## src/rtl/dspseq_pkg.sv

```systemverilog
package dspseq_pkg;

    localparam int INSTR_W  = 32;
    localparam int ADDR_W   = 5;
    localparam int ALU_W    = 4;
    localparam int OPSEL_W  = 7;
    localparam int INMODE_W = 5;

    // Field positions of the instruction word (behavioural: host encodes them)
    localparam int EN_BIT      = 31;
    localparam int ALU_LSB     = 27;
    localparam int OPSEL_LSB   = 20;
    localparam int INMODE_LSB  = 15;
    localparam int WADDR_LSB   = 10;
    localparam int RRADDR_LSB  = 5;
    localparam int OPADDR_LSB  = 0;

    typedef enum logic [1:0] {
        ST_IDLE   = 2'd0,
        ST_DECODE = 2'd1,
        ST_EXEC   = 2'd2,
        ST_DONE   = 2'd3
    } seq_state_e;

    typedef struct packed {
        logic                en;
        logic [ALU_W-1:0]    alu;
        logic [OPSEL_W-1:0]  opsel;
        logic [INMODE_W-1:0] inmode;
        logic [ADDR_W-1:0]   wr_addr;
        logic [ADDR_W-1:0]   res_rd_addr;
        logic [ADDR_W-1:0]   op_rd_addr;
    } op_ctrl_t;

    typedef struct packed {
        logic              we;
        logic [ADDR_W-1:0] addr;
    } wb_tag_t;

    localparam int WB_TAG_W = $bits(wb_tag_t);

    function automatic op_ctrl_t decode_instr(input logic [INSTR_W-1:0] w);
        op_ctrl_t c;
        c.en          = w[EN_BIT];
        c.alu         = w[ALU_LSB    +: ALU_W];
        c.opsel       = w[OPSEL_LSB  +: OPSEL_W];
        c.inmode      = w[INMODE_LSB +: INMODE_W];
        c.wr_addr     = w[WADDR_LSB  +: ADDR_W];
        c.res_rd_addr = w[RRADDR_LSB +: ADDR_W];
        c.op_rd_addr  = w[OPADDR_LSB +: ADDR_W];
        return c;
    endfunction

endpackage

```

## src/rtl/dspseq_fsm.sv

```systemverilog
module dspseq_fsm
    import dspseq_pkg::*;
#(
    parameter int EXEC_CYCLES = 4,
    localparam int CNT_W = (EXEC_CYCLES > 1) ? $clog2(EXEC_CYCLES) : 1
) (
    input  logic             clk,
    input  logic             rst,
    input  logic             start_i,
    output seq_state_e       state_o,
    output logic [CNT_W-1:0] cnt_o,
    output logic             load_o,
    output logic             clear_o,
    output logic             first_exec_o,
    output logic             valid_o
);

    localparam logic [CNT_W-1:0] CNT_LAST = CNT_W'(EXEC_CYCLES - 1);

    seq_state_e       st_q, st_d;
    logic [CNT_W-1:0] cnt_q, cnt_d;

    always_comb begin
        st_d  = st_q;
        cnt_d = cnt_q;
        unique case (st_q)
            ST_IDLE: begin
                cnt_d = '0;
                if (start_i) st_d = ST_DECODE;
            end
            ST_DECODE: begin
                cnt_d = '0;
                st_d  = ST_EXEC;
            end
            ST_EXEC: begin
                if (cnt_q == CNT_LAST) begin
                    cnt_d = '0;
                    st_d  = ST_DONE;
                end else begin
                    cnt_d = cnt_q + 1'b1;
                end
            end
            ST_DONE: begin
                cnt_d = '0;
                if (!start_i) st_d = ST_IDLE;
            end
            default: begin
                st_d  = ST_IDLE;
                cnt_d = '0;
            end
        endcase
    end

    always_ff @(posedge clk) begin
        if (rst) begin
            st_q  <= ST_IDLE;
            cnt_q <= '0;
        end else begin
            st_q  <= st_d;
            cnt_q <= cnt_d;
        end
    end

    assign state_o      = st_q;
    assign cnt_o        = cnt_q;
    assign load_o       = (st_q == ST_DECODE);
    assign clear_o      = (st_q == ST_DONE) && !start_i;
    assign first_exec_o = (st_q == ST_EXEC) && (cnt_q == '0);
    assign valid_o      = (st_q == ST_DONE);

endmodule

```

## src/rtl/dspseq_ctrl_reg.sv

```systemverilog
module dspseq_ctrl_reg
    import dspseq_pkg::*;
(
    input  logic               clk,
    input  logic               rst,
    input  logic               load_i,
    input  logic               clear_i,
    input  logic [INSTR_W-1:0] instr_i,
    output op_ctrl_t           ctrl_o
);

    op_ctrl_t ctrl_q;

    always_ff @(posedge clk) begin
        if (rst || clear_i) begin
            ctrl_q <= '0;
        end else if (load_i) begin
            ctrl_q <= decode_instr(instr_i);
        end
    end

    assign ctrl_o = ctrl_q;

endmodule

```

## src/rtl/dspseq_delay_line.sv

```systemverilog
module dspseq_delay_line #(
    parameter int WIDTH = 6,
    parameter int DEPTH = 3
) (
    input  logic             clk,
    input  logic             rst,
    input  logic [WIDTH-1:0] d_i,
    output logic [WIDTH-1:0] q_o
);

    logic [WIDTH-1:0] stg_q [DEPTH];

    genvar gi;
    generate
        for (gi = 0; gi < DEPTH; gi++) begin : g_stage
            if (gi == 0) begin : g_head
                always_ff @(posedge clk) begin
                    if (rst) stg_q[gi] <= '0;
                    else     stg_q[gi] <= d_i;
                end
            end else begin : g_tail
                always_ff @(posedge clk) begin
                    if (rst) stg_q[gi] <= '0;
                    else     stg_q[gi] <= stg_q[gi-1];
                end
            end
        end
    endgenerate

    assign q_o = stg_q[DEPTH-1];

endmodule

```

## src/rtl/dspseq_addr_mux.sv

```systemverilog
module dspseq_addr_mux #(
    parameter int AW = 5
) (
    input  logic          sel_wr_i,
    input  logic [AW-1:0] wr_addr_i,
    input  logic [AW-1:0] rd_addr_i,
    output logic [AW-1:0] addr_o
);

    always_comb begin
        if (sel_wr_i) addr_o = wr_addr_i;
        else          addr_o = rd_addr_i;
    end

endmodule

```

## src/rtl/dspseq_ctrl.sv

```systemverilog
module dspseq_ctrl
    import dspseq_pkg::*;
#(
    parameter int EXEC_CYCLES = 4,
    parameter int WB_DEPTH    = 3,
    localparam int CNT_W = (EXEC_CYCLES > 1) ? $clog2(EXEC_CYCLES) : 1
) (
    input  logic                clk,
    input  logic                rst,
    input  logic                start_i,
    input  logic [INSTR_W-1:0]  instr_i,
    output logic                valid_o,
    output logic [ALU_W-1:0]    alu_mode_o,
    output logic [OPSEL_W-1:0]  opsel_o,
    output logic [INMODE_W-1:0] inmode_o,
    output logic                op_rd_en_o,
    output logic [ADDR_W-1:0]   op_rd_addr_o,
    output logic                res_en_o,
    output logic [ADDR_W-1:0]   res_rd_addr_o,
    output logic                res_we_o,
    output logic [ADDR_W-1:0]   res_addr_o
);

    seq_state_e       st;
    logic [CNT_W-1:0] cnt;
    logic             load, clear, first_exec;
    op_ctrl_t         ctrl;
    wb_tag_t          wb_live, wb_dly;
    logic [WB_TAG_W-1:0] wb_dly_bits;

    dspseq_fsm #(.EXEC_CYCLES(EXEC_CYCLES)) u_fsm (
        .clk          (clk),
        .rst          (rst),
        .start_i      (start_i),
        .state_o      (st),
        .cnt_o        (cnt),
        .load_o       (load),
        .clear_o      (clear),
        .first_exec_o (first_exec),
        .valid_o      (valid_o)
    );

    dspseq_ctrl_reg u_creg (
        .clk     (clk),
        .rst     (rst),
        .load_i  (load),
        .clear_i (clear),
        .instr_i (instr_i),
        .ctrl_o  (ctrl)
    );

    always_comb begin
        wb_live.we   = ctrl.en && first_exec;
        wb_live.addr = ctrl.wr_addr;
    end

    dspseq_delay_line #(.WIDTH(WB_TAG_W), .DEPTH(WB_DEPTH)) u_wb_dly (
        .clk (clk),
        .rst (rst),
        .d_i (wb_live),
        .q_o (wb_dly_bits)
    );

    assign wb_dly = wb_tag_t'(wb_dly_bits);

    dspseq_addr_mux #(.AW(ADDR_W)) u_amux (
        .sel_wr_i  (wb_dly.we),
        .wr_addr_i (wb_dly.addr),
        .rd_addr_i (ctrl.res_rd_addr),
        .addr_o    (res_addr_o)
    );

    assign alu_mode_o    = ctrl.alu;
    assign opsel_o       = ctrl.opsel;
    assign inmode_o      = ctrl.inmode;
    assign op_rd_en_o    = ctrl.en;
    assign op_rd_addr_o  = ctrl.op_rd_addr;
    assign res_en_o      = ctrl.en;
    assign res_rd_addr_o = ctrl.res_rd_addr;
    assign res_we_o      = wb_dly.we;

endmodule

```

## config.mk

```make
export PLATFORM = sky130hd
export DESIGN_NAME = dspseq_ctrl
export DESIGN_NICKNAME = d
export VERILOG_FILES = /design/src/rtl/dspseq_pkg.sv /design/src/rtl/dspseq_fsm.sv /design/src/rtl/dspseq_ctrl_reg.sv /design/src/rtl/dspseq_delay_line.sv /design/src/rtl/dspseq_addr_mux.sv /design/src/rtl/dspseq_ctrl.sv
export SDC_FILE = /design/constraint.sdc
export NUM_CORES = 1
export LEC_CHECK = 0
export BUFFER_PORTS_ARGS = -buffer_cell sky130_fd_sc_hd__buf_2
export CELL_PAD_IN_SITES_DETAIL_PLACEMENT = 1
export CELL_PAD_IN_SITES_GLOBAL_PLACEMENT = 1
export CORE_ASPECT_RATIO = 2
export CORE_MARGIN = 5
export CORE_UTILIZATION = 37
export CTS_CLUSTER_DIAMETER = 80
export DETAILED_ROUTE_END_ITERATION = 10
export GPL_TIMING_DRIVEN = 0
export PLACE_DENSITY = 0.78
export SYNTH_ARGS = -nofsm -noshare
export SYNTH_HDL_FRONTEND = slang
export SYNTH_SLANG_ARGS = --single-unit
```

## constraint.sdc

```tcl
create_clock -name clk -period 1.8 [get_ports clk]
set_input_delay 0.27 -clock clk [delete_from_list [all_inputs] [get_ports clk]]
set_output_delay 0.27 -clock clk [all_outputs]
set_load 0.02 [all_outputs]
```

* Yosys cells after proc, flatten, opt, wreduce, memory -nomap -nowiden *
Memories as Yosys holds them, arrays and structs flattened.
Index checks and enable logic that the tools add are counted.

operators by class
  add/subtract/negate cells = 1
  bitwise gates (word level) = 3
  equality and inequality tests = 7
  reduce and logical (&&, ||, !) cells = 9
  mux-type cells = 13

operators with widths
  kind                 number
  $mux 6               3
  $mux 2               4
  $pmux 2 s4           1
  $eq 2x2->1 const B   3
  $mux 5               1
  $logic_not 2->1      2
  $ne 2x2->1 const B   2
  $pmux 2 s2           1
  $logic_and 1x1->1    3
  $mux 1               3
  $or 1x1->1           3
  $reduce_and 3->1     1
  $reduce_or 3->1      1
  $add 2x1->2 const B  1
  $eq 2x1->1 const B   1
  $ne 2x1->1 const B   1
  $logic_not 1->1      1
  $logic_or 1x1->1     1

word-level totals
  memory bits (writable) = 18
  register bits after elaboration = 36
  output and inout bits = 35
  word-level logic and storage cells = 43
  memories kept = 1
  input port bits = 35

memory list
  memory          depth  width  read ports  clocked after Yosys merged registers in  wr ports  line                     RTL
  u_wb_dly.stg_q  3      6      3           0                                        3         dspseq_delay_line.sv:11  logic [WIDTH-1:0] stg_q [DEPTH];

* Depth between registers and ports, before layout *
Gate-level depths: netlist (run 1).

  depth in word-level cells = 4
  gate-level depth with buffers = 6
  gate-level depth less buffers = 5

* By module *
A second synthesis (run 1) with hierarchy kept.

unflattened totals
  cell total of the unflattened synthesis = 177
  area, all modules = 1976.9 µm²

by module, submodules not included
  module             area an instance (µm²)  sequential area each (µm²)  cells an instance  times used
  dspseq_ctrl_reg    1156.1                  640.6                       105                1
  dspseq_delay_line  489.2                   360.3                       37                 1
  dspseq_fsm         261.5                   80.1                        28                 1
  dspseq_addr_mux    56.3                    0.0                         5                  1
  dspseq_ctrl        13.8                    0.0                         2                  1

* Worst setup path before layout (run 1) *
Ideal clock, no wire load.

  path kind = register to register
  start = reg u_fsm.st_q[1], in the netlist u_fsm.state_o[1]
  end = reg u_fsm.cnt_q[1], in the netlist u_fsm.cnt_o[1]
  data arrival time = 1.415 ns
  buffers on the path = 1
  setup time = 0.073 ns
  cell stages (with the launch flop) = 6
  slack = 0.312 ns
  clock period less this slack = 1.488 ns
  required time = 1.727 ns
  path through = dfxtp_1 -> inv_1 -> ha_1 -> buf_6 -> or4_4 -> nor3b_2

on the way
  word-level cells in the longest chain between the ends = 3
  elaborated cells on any way between the ends = 6
  classes of those cells = 3 x eq/ne; 1 x mux; 2 x reduce/logical

RTL lines
  what                                      line              RTL
  start: declaration                        dspseq_fsm.sv:20  seq_state_e st_q, st_d;
  start signal: assignment                  dspseq_fsm.sv:59  st_q <= st_d;
  $eq 2x2->1, or another cell as far along  dspseq_fsm.sv:26  unique case (st_q)
  $reduce_or 3->1 (no source line)          -
  $pmux 2 s2 (*)                            dspseq_fsm.sv:26
  end signal: assignment                    dspseq_fsm.sv:60  cnt_q <= cnt_d;
  end: declaration                          dspseq_fsm.sv:21  logic [CNT_W-1:0] cnt_q, cnt_d;

Mark *: on every way between the ends. The rest lies on a longest branch, timed or not.
A chain may end at the register's enable or synchronous reset.

* Worst setup path after layout (run 1) *
Same ends and word-level chain as after synthesis.

==> results of run 1 <==
==> power by group through the flow <==
stage          Sequential [mW]  Combinational, mW  Clock (mW)
6_report                  1.55               1.54        1.08
5_1_grt                   1.59               1.70        1.16
4_1_cts                   1.56               1.58        1.11
3_5_place_dp              1.58               1.57           0
3_3_place_gp              1.56               1.53           0
2_1_floorplan             1.55               1.20           0
==> worst max path at each step <==
stage	endpoint	slack (ns)	startpoint
floorplan	u_fsm.cnt_o[1]$_SDFF_PP0_	0.31	u_fsm.state_o[1]$_SDFFE_PP0P_
global placement	u_creg.ctrl_o[13]$_SDFFE_PP0P_	0.09	u_fsm.state_o[1]$_SDFFE_PP0P_
detailed placement	u_creg.ctrl_o[17]$_SDFFE_PP0P_	0.05	u_fsm.state_o[1]$_SDFFE_PP0P_
CTS	u_creg.ctrl_o[17]$_SDFFE_PP0P_	0.02	u_fsm.state_o[1]$_SDFFE_PP0P_
global route	u_creg.ctrl_o[17]$_SDFFE_PP0P_	0.08	u_fsm.state_o[1]$_SDFFE_PP0P_
finish	u_fsm.cnt_o[1]$_SDFF_PP0_	0.19	u_fsm.state_o[1]$_SDFFE_PP0P_
==> stage by stage <==
stage	util	power [mW]
2_1_floorplan	-	2.744
3_3_place_gp	0.4520	3.089
3_5_place_dp	0.4520	3.153
4_1_cts	0.4812	4.253
5_1_grt	0.4819	4.448
6_report	0.4819	4.174
==> routing by layer <==
layer	part of all wire	wire length [um]
met1	0.34	1611
met5	0	0
met3	0.051	241
met4	0.020	95
met2	0.59	2758
==> worst max-delay path, cell delays in order (launching register included) <==
cell,delay (ns)
dfxtp_1,0.39
inv_1,0.10
ha_1,0.20
buf_6,0.13
or4_4,0.54
nor3b_2,0.19
==> synthesized netlist by cell type, drive strengths merged <==
library cell	n
and4	1
buf	31
clkbuf	5
dfxtp	54
ha	7
inv	7
mux2	6
mux2i	32
nor2	32
nor2b	18
nor3	1
nor3b	1
o211ai	1
o21ai	2
o311a	1
o41ai	1
or4	1
==> state kept, by name, indices dropped and copies added, names as in the netlist <==
register and flops:
u_wb_dly.stg_q 18, u_fsm.cnt_o 2, u_fsm.state_o 2, u_creg.ctrl_o 32
==> kinds of logic (layout without fill, tap and decap cells) <==
family	after synthesis	count (layout)	synth area share
AO/OA/AOI/OAI	5	5	0.01698
buffers and inverters	43	120	0.1282
multiplexers	38	38	0.1815
flip-flops	54	54	0.5059
AND/OR/NAND/NOR	54	54	0.1265
adder cells (fa/ha/maj)	7	7	0.04098
==> cell type report <==
cell class                      count  area (um^2)
Buffer                             36        251.5
Clock buffer                        5        125.1
Clock inverter                      3        40.04
Timing Repair Buffer               69        345.3
Fill cell                         662         2933
Tap cell                           61        76.32
Inverter                            7        26.28
Multi-Input combinational cell    104        782.0
Sequential cell                    54         1081
==> impl_metrics.py, run 1 <==
metrics = {
    "finish": {
        "diodes": 0,
        "final_area_mm2": 0.002728,
        "final_common_cell": "buf_2",
        "instances_no_fill": 339,
        "area_growth_pct": 27.63,
        "drive_above_1_share": 0.4281,
        "final_nets": 319,
        "final_cell_mix": "72 x buf_2, 54 x dfxtp_1, 32 x mux2i_1, 32 x nor2_1, 27 x buf_4",
    },
    "run": {
        "drv_cap": 0,
    },
    "yosys": {
        "syn_area_mm2": 0.002137,
        "ys_top_cells_by_area": "dfxtp_1 51%, mux2i_1 15%, buf_4 9.5%, nor2_1 5.6%, nor2b_1 5.3%",
        "yosysSeqAreaShare": 0.5059,
        "syn_area_per_cell_um2": 10.63,
        "syn-instance-count": 201,
        "synth-seq-cells": 54,
        "yosys.cell_types.count": 20,
        "synthesis.nets": 243,
        "synth_top_cell_by_area": "dfxtp_1",
        "synth_top_area_frac": 0.5059,
        "yosys_warnings": 0,
    },
    "power": {
        "switching_power_mw": 1.351,
        "vdd_drop_max_uv": 1106,
        "power.share.switching": 0.3237,
        "p_int_mw": 2.823,
        "p_leak_nw": 1.353,
        "cellPowerDensity_mw_per_mm2": 1530,
        "sequentialPowerShare": 0.372,
        "pwr-share-clk": 0.259,
        "combPwrFrac": 0.369,
    },
    "worst_setup_path": {
        "reg2reg_slack_ns": 0.19,
        "crit_fanout": 6,
        "cp-start-kind": "flop",
        "critical_path_class": "reg2reg",
        "r2r_end": "u_fsm.cnt_o[1]$_SDFF_PP0_",
        "r2r_cells": 5,
        "worstPathArrival_ns": 1.83,
        "crit_path_end_kind": "flop",
        "timing.rr.start": "u_fsm.state_o[1]$_SDFFE_PP0P_",
        "crit_required_ns": 2.02,
    },
    "cts": {
        "cts_hold_buf": 0,
        "cts.repair.resized": 0,
        "cts_made_buffers": 5,
        "cts_tree": "done",
        "clock_path_buffers": 2,
        "postCtsSetupBuffers": 0,
        "clk_pin_slew_ns": 0.07,
        "clock_latency_ns": 0.29,
        "htreeDepth": 2,
        "cts-root-buf": "clkbuf_16",
        "cts_sinks": 54,
    },
    "sta": {
        "setup_violations": 0,
        "finClkSkew_ns": 0.006449,
        "min_period_over_period": 0.8951,
        "fin_ws_ns": 0.1887,
        "slew-limit-headroom": 0.6555,
        "finalHoldViolations": 0,
        "fmax_mhz": 620.6,
        "rsz0062_at_grt": "false",
        "holdWs_ns": 0.2119,
        "setup_tns_ns": 0,
        "worst_slew_pin_slew_ns": 0.5167,
        "finalMaxSlewViolations": 0,
        "final_period_minus_worst_setup_slack_ns": 1.611,
    },
    "detailed_routing": {
        "dr.pass1.iters": 4,
        "vias": 1550,
        "drtIter0Drc": 27,
        "vias_per_cell": 4.572,
        "wl_um": 4708,
        "wire_per_inst_um": 13.89,
        "antenna_left": 0,
        "route.detailed.drc": 0,
    },
    "floorplanning": {
        "row_count": 39,
        "die_h_um": 117.5,
        "core_region_area_mm2": 0.005660,
        "die_area_mm2": 0.007488,
        "ios": 70,
        "start_util": 0.3775,
        "fp.dieW_um": 63.74,
    },
    "global_route": {
        "antenna_found_initial": 0,
        "grt_util_met3": 0.03629,
        "use_met2": 0.2646,
        "met1_usage": 0.1258,
        "grt_max_degree": 17,
        "busiest_layer": "met2",
        "grt_pass1_vias": 1748,
        "gr-usage-all-layers": 0.1371,
        "grt.overflow.total": 0,
        "grt_pass1_wl_um": 8038,
    },
    "place": {
        "dp_hpwl_um": 3657,
        "io_buffers": 69,
        "placed_area_mm2": 0.002559,
        "pre_cts_ws_ns": 0.05130,
        "place.gp.congestion": 0.7516,
        "dpl.cell_count": 331,
    },
    "run_status": {
        "status": "finished clean",
    },
    "hold_path": {
        "min_to": "u_creg.ctrl_o[0]$_SDFFE_PP0P_",
        "hp-start": "instr_i[0]",
        "hold_path.class": "in2reg",
        "min_path_cells": 3,
    },
}
(Power assumes the default switching activity.)
==> run 2: changes to the inputs <==
Settings changed: REMOVE_ABC_BUFFERS set to 1.
==> impl_metrics.py, run 2 (synthesis gave the netlist of run 1 again) <==
metrics = {
    "run_status": {
        "status": "finished clean",
    },
    "worst_setup_path": {
        "crit_slowest_cell": "or4_4",
        "cp.depth": 5,
        "cp-start-kind": "flop",
        "path_cells": "inv_1, ha_4, buf_12, or4_4, nor3b_2",
        "timing.rr.start": "u_fsm.state_o[1]$_SDFFE_PP0P_",
        "reg2reg_slack_ns": 0.11,
        "cpLargestDelayFamily": "simple AND/OR/NAND/NOR gates",
        "r2r_cells": 5,
        "crit_path_end_kind": "flop",
        "crit_required_ns": 2.02,
        "crit_fanout": 24,
        "r2r_end": "u_fsm.cnt_o[1]$_SDFF_PP0_",
        "path_buf_inv": 2,
        "worstPathArrival_ns": 1.91,
        "critical_path_class": "reg2reg",
        "max_stage_delay_ns": 0.55,
        "startpoint": "u_fsm.state_o[1]$_SDFFE_PP0P_",
        "endpoint": "u_fsm.cnt_o[1]$_SDFF_PP0_",
    },
    "hold_path": {
        "min_path_cells": 3,
        "hp-start": "instr_i[10]",
        "hold_path.class": "in2reg",
    },
    "finish": {
        "area_growth_pct": 20.61,
        "final_common_cell": "buf_2",
        "diodes": 0,
        "drive_above_1_share": 0.3689,
        "final.fill_count": 651,
        "final_nets": 285,
        "final_area_mm2": 0.002577,
        "largest_reg_flops": 32,
        "final_cell_mix": "69 x buf_2, 53 x dfxtp_1, 32 x mux2i_1, 32 x nor2_1, 18 x nor2b_1",
    },
    "place": {
        "io_buffers": 69,
        "place.gp.congestion": 0.7292,
        "placed_area_mm2": 0.002365,
        "dp_hpwl_um": 3313,
    },
    "detailed_routing": {
        "antenna_left": 0,
        "vias": 1435,
        "wire_per_inst_um": 14.02,
        "dr.pass1.iters": 4,
        "vias_per_cell": 4.705,
        "drtIter0Drc": 14,
        "wl_um": 4275,
        "route.detailed.drc": 0,
    },
    "global_route": {
        "grt_max_degree": 25,
        "grt_pass1_wl_um": 7010,
        "gr-usage-all-layers": 0.1152,
        "antenna_found_initial": 0,
        "grt.overflow.total": 0,
        "grt_pass1_vias": 1563,
    },
    "floorplanning": {
        "ios": 70,
        "fp.dieW_um": 63.74,
        "start_util": 0.3775,
        "row_count": 39,
        "core_region_area_mm2": 0.005660,
        "die_h_um": 117.5,
        "die_area_mm2": 0.007488,
    },
    "cts": {
        "postCtsSetupBuffers": 0,
        "clock_latency_ns": 0.28,
        "htreeDepth": 2,
        "cts_tree": "done",
        "cts_made_buffers": 5,
        "cts_hold_buf": 0,
        "clock_path_buffers": 2,
        "cts.repair.resized": 1,
        "cts_sinks": 54,
        "cts-root-buf": "clkbuf_16",
        "clk_pin_slew_ns": 0.07,
    },
    "power": {
        "p_leak_nw": 1.209,
        "cellPowerDensity_mw_per_mm2": 1608,
        "vdd_drop_max_uv": 822.7,
    },
    "sta": {
        "setup_tns_ns": 0,
        "setup_violations": 0,
        "worst_slew_pin_slew_ns": 0.4699,
        "min_period_over_period": 0.9391,
        "fmax_mhz": 591.6,
        "final_period_minus_worst_setup_slack_ns": 1.690,
        "finClkSkew_ns": 0.006418,
        "finalHoldViolations": 0,
        "finalMaxSlewViolations": 0,
        "rsz0062_at_grt": "false",
        "slew-limit-headroom": 0.6855,
    },
    "run": {
        "drv_cap": 0,
    },
}
run 2: changes by cell type in the layout (fill, tap and decap cells not counted), sizes merged:
cell	previous run	this run
clkbuf	10	5
bufinv	1	2
buf	100	71
clkinv	2	1
run 2: worst min-delay path, delay by kind of cell:
kind                   cells  cell delay (ns)
buffers and inverters      1             0.07
muxes                      1             0.05
and+or+nand+nor            1             0.07
run 2: layout make-up:
class	instances	area [um^2]	share of cell area
tap	61	76.32	0.02961
clock inverter	3	68.82	0.02670
timing repair buffer	71	392.9	0.1524
sequential	54	1082	0.4199
multi-input combinational	104	805.8	0.3126
inverter	7	26.28	0.01019
clock buffer	5	125.1	0.04854
run 2: layer usage:
| metal | global-route usage | wire, um | up-vias |
|---|---|---|---|
| met2 | 0.2411 | 2692 | 33 |
| li1 | - | - | 703 |
| met1 | 0.09880 | 1360 | 692 |
| met5 | 0 | 0 | - |
| met3 | 0.02006 | 146 | 7 |
| met4 | 0.04291 | 76 | 0 |
run 2: worst min path at each step:
stage / end / slack (ns)
after floorplan: u_fsm.cnt_o[1]$_SDFF_PP0_ / 0.34
after global placement: u_wb_dly.stg_q[1][5]$_SDFF_PP0_ / 0.42
after detailed placement: u_wb_dly.stg_q[1][2]$_SDFF_PP0_ / 0.42
after CTS: u_creg.ctrl_o[10]$_SDFFE_PP0P_ / 0.22
after global routing: u_creg.ctrl_o[7]$_SDFFE_PP0P_ / 0.23
final: u_creg.ctrl_o[10]$_SDFFE_PP0P_ / 0.22
run 2: power by group:
part / leakage, nW / total, mW / switching [mW] / internal (mW)
sequential: 0.441 / 1.55 / 0.122 / 1.43
combinational: 0.674 / 1.39 / 0.773 / 0.619
clock: 0.0940 / 1.20 / 0.404 / 0.798
run 2: metrics by stage:
stage | utilization | setup WS [ns] | cells | hold WS [ns] | power [mW]
after detailed placement | 0.4178 | -0.03518 | 297 | 0.4247 | 2.965
after floorplan | - | -0.2880 | 165 | 0.3407 | 2.526
final | 0.4553 | 0.1096 | 305 | 0.2182 | 4.144
after global routing | 0.4553 | 0.04553 | 305 | 0.2327 | 4.393
after global placement | 0.4083 | -1.007 | 295 | 0.4172 | 2.889
after CTS | 0.4538 | 0.02649 | 305 | 0.2154 | 4.225
==> run 3: changes to the inputs <==
Settings changed: CORE_UTILIZATION 37 to 40, PLACE_DENSITY 0.78 to 0.84, SETUP_SLACK_MARGIN set to 0.02.
Clock period 1.8 ns to 1.95 ns, I/O delays scaled along.
==> impl_metrics.py, run 3 (synthesis gave the netlist of run 1 again) <==
metrics = {
    "sta": {
        "setup_violations": 0,
        "final_period_minus_worst_setup_slack_ns": 1.800,
        "slew-limit-headroom": 0.5646,
        "finClkSkew_ns": 0.009444,
        "rsz0062_at_grt": "false",
        "min_period_over_period": 0.9230,
        "finalHoldViolations": 0,
        "worst_slew_pin_slew_ns": 0.6530,
        "fmax_mhz": 555.6,
        "finalMaxSlewViolations": 0,
        "holdWs_ns": 0.2140,
    },
    "floorplanning": {
        "die_h_um": 113.4,
        "fp.dieW_um": 61.69,
        "row_count": 37,
        "start_util": 0.4122,
        "ios": 70,
        "die_area_mm2": 0.006993,
        "core_region_area_mm2": 0.005185,
    },
    "detailed_routing": {
        "dr.pass1.iters": 3,
        "wire_per_inst_um": 14.66,
        "vias_per_cell": 4.738,
        "vias": 1431,
        "route.detailed.drc": 0,
        "drtIter0Drc": 21,
        "antenna_left": 0,
        "wl_um": 4427,
    },
    "global_route": {
        "grt_max_degree": 24,
        "grt_pass1_vias": 1503,
        "gr-usage-all-layers": 0.1371,
        "grt_pass1_wl_um": 6975,
        "grt.overflow.total": 0,
        "antenna_found_initial": 0,
    },
    "power": {
        "vdd_drop_max_uv": 900.2,
        "cellPowerDensity_mw_per_mm2": 1359,
        "sequentialPowerShare": 0.426,
        "power.total_mw": 3.351,
        "p_int_mw": 2.172,
        "pwr-share-clk": 0.190,
        "power.share.switching": 0.3518,
        "combPwrFrac": 0.384,
        "switching_power_mw": 1.179,
        "p_leak_nw": 1.161,
    },
    "finish": {
        "final_common_cell": "buf_2",
        "drive_above_1_share": 0.3648,
        "diodes": 0,
        "final_area_mm2": 0.002466,
        "final_nets": 285,
        "final_cell_mix": "69 x buf_2, 54 x dfxtp_1, 32 x mux2i_1, 32 x nor2_1, 18 x nor2b_1",
        "final.fill_count": 616,
        "multiInputGateArea_um2": 798.3,
        "regArea_mm2": 0.001081,
        "finish.utilization": 0.4756,
        "area_growth_pct": 15.40,
        "largest_reg_flops": 32,
    },
    "worst_setup_path": {
        "cp-start-kind": "flop",
        "cpLargestDelayFamily": "simple AND/OR/NAND/NOR gates",
        "crit_path_end_kind": "flop",
        "crit_slowest_cell": "or4_4",
        "critical_path_class": "reg2reg",
        "timing.rr.start": "u_fsm.state_o[1]$_SDFFE_PP0P_",
        "reg2reg_slack_ns": 0.15,
        "r2r_cells": 5,
        "max_stage_delay_ns": 0.55,
        "crit_required_ns": 2.18,
        "path_cells": "inv_1, ha_4, buf_12, or4_4, nor3_1",
        "r2r_end": "u_fsm.cnt_o[0]$_SDFF_PP0_",
        "cp.depth": 5,
        "path_buf_inv": 2,
        "crit_fanout": 21,
        "worstPathArrival_ns": 2.03,
    },
    "place": {
        "io_buffers": 69,
        "placed_area_mm2": 0.002361,
        "place.gp.congestion": 0.7181,
        "dp_hpwl_um": 3378,
    },
    "cts": {
        "cts_tree": "done",
        "htreeDepth": 2,
        "postCtsSetupBuffers": 0,
        "clock_latency_ns": 0.31,
        "cts-root-buf": "clkbuf_8",
        "cts_made_buffers": 5,
        "clk_pin_slew_ns": 0.10,
        "clock_path_buffers": 2,
        "cts_sinks": 54,
    },
    "run_status": {
        "status": "finished clean",
    },
    "run": {
        "drv_cap": 0,
    },
    "hold_path": {
        "hp-start": "instr_i[12]",
        "min_path_cells": 3,
        "hold_path.class": "in2reg",
        "min_to": "u_creg.ctrl_o[12]$_SDFFE_PP0P_",
    },
}
[run 3: changes by cell type in the layout (fill, tap and decap cells not counted)]
cell / change
clkbuf_8: +6
clkbuf_16: -5
bufinv_16: -2
clkinv_2: +1
clkinv_4: -1
clkinvlp_4: +1
dfxtp_1: +1
dfxtp_2: -1
o21ai_2: +1
o21ai_4: -1
[run 3: worst max path at each step]
stage	from	end	slack [ns]
after CTS	u_fsm.state_o[1]$_SDFFE_PP0P_	u_fsm.cnt_o[0]$_SDFF_PP0_	0.03
after floorplan	u_fsm.state_o[1]$_SDFFE_PP0P_	u_creg.ctrl_o[0]$_SDFFE_PP0P_	-0.14
after global placement	u_fsm.state_o[1]$_SDFFE_PP0P_	u_creg.ctrl_o[18]$_SDFFE_PP0P_	-0.82
final	u_fsm.state_o[1]$_SDFFE_PP0P_	u_fsm.cnt_o[0]$_SDFF_PP0_	0.15
after global routing	u_fsm.state_o[1]$_SDFFE_PP0P_	u_fsm.cnt_o[1]$_SDFF_PP0_	0.09
after detailed placement	u_fsm.state_o[1]$_SDFFE_PP0P_	u_fsm.cnt_o[0]$_SDFF_PP0_	0.07
[run 3: per-layer routing]
layer	wire length, um	GRT usage	vias to the layer above
met5	0	0	-
met4	106	0.07649	0
met3	167	0.03171	5
met2	2661	0.2519	32
met1	1492	0.1286	691
li1	-	-	703
[run 3: what timing repair did]
action                                  CTS  global route
resized for setup                         0             1
hold buffers                              0             0
endpoints found under the setup margin    0             2
hold endpoints to repair                  0             0
[run 3: stage by stage]
step / TNS [ns] / instances / worst slack, ns
detailed placement: 0 / 294 / 0.06511
finish: 0 / 302 / 0.1501
global route: 0 / 302 / 0.09178
global placement: -27.33 / 292 / -0.8225
CTS: 0 / 302 / 0.03291
floorplan: -4.631 / 165 / -0.1380
[run 3: worst min-delay path: stages]
cell,delay [ns]
buf_2,0.07
mux2i_1,0.05
nor2_1,0.07
[run 3: power by group through the flow]
stage | logic (mW) | registers (mW) | clock network, mW
global placement | 1.23 | 1.43 | 0
finish | 1.29 | 1.43 | 0.638
CTS | 1.29 | 1.43 | 0.675
detailed placement | 1.29 | 1.45 | 0
global route | 1.40 | 1.46 | 0.727
floorplan | 0.725 | 1.61 | 0
[run 3: cell type report]
class / count / share of cell area
Sequential cell: 54 / 0.4384
Clock buffer: 6 / 0.03349
Multi-Input combinational cell: 104 / 0.3237
Tap cell: 58 / 0.02943
Timing Repair Buffer: 71 / 0.1593
Clock inverter: 2 / 0.005074
Inverter: 7 / 0.01065
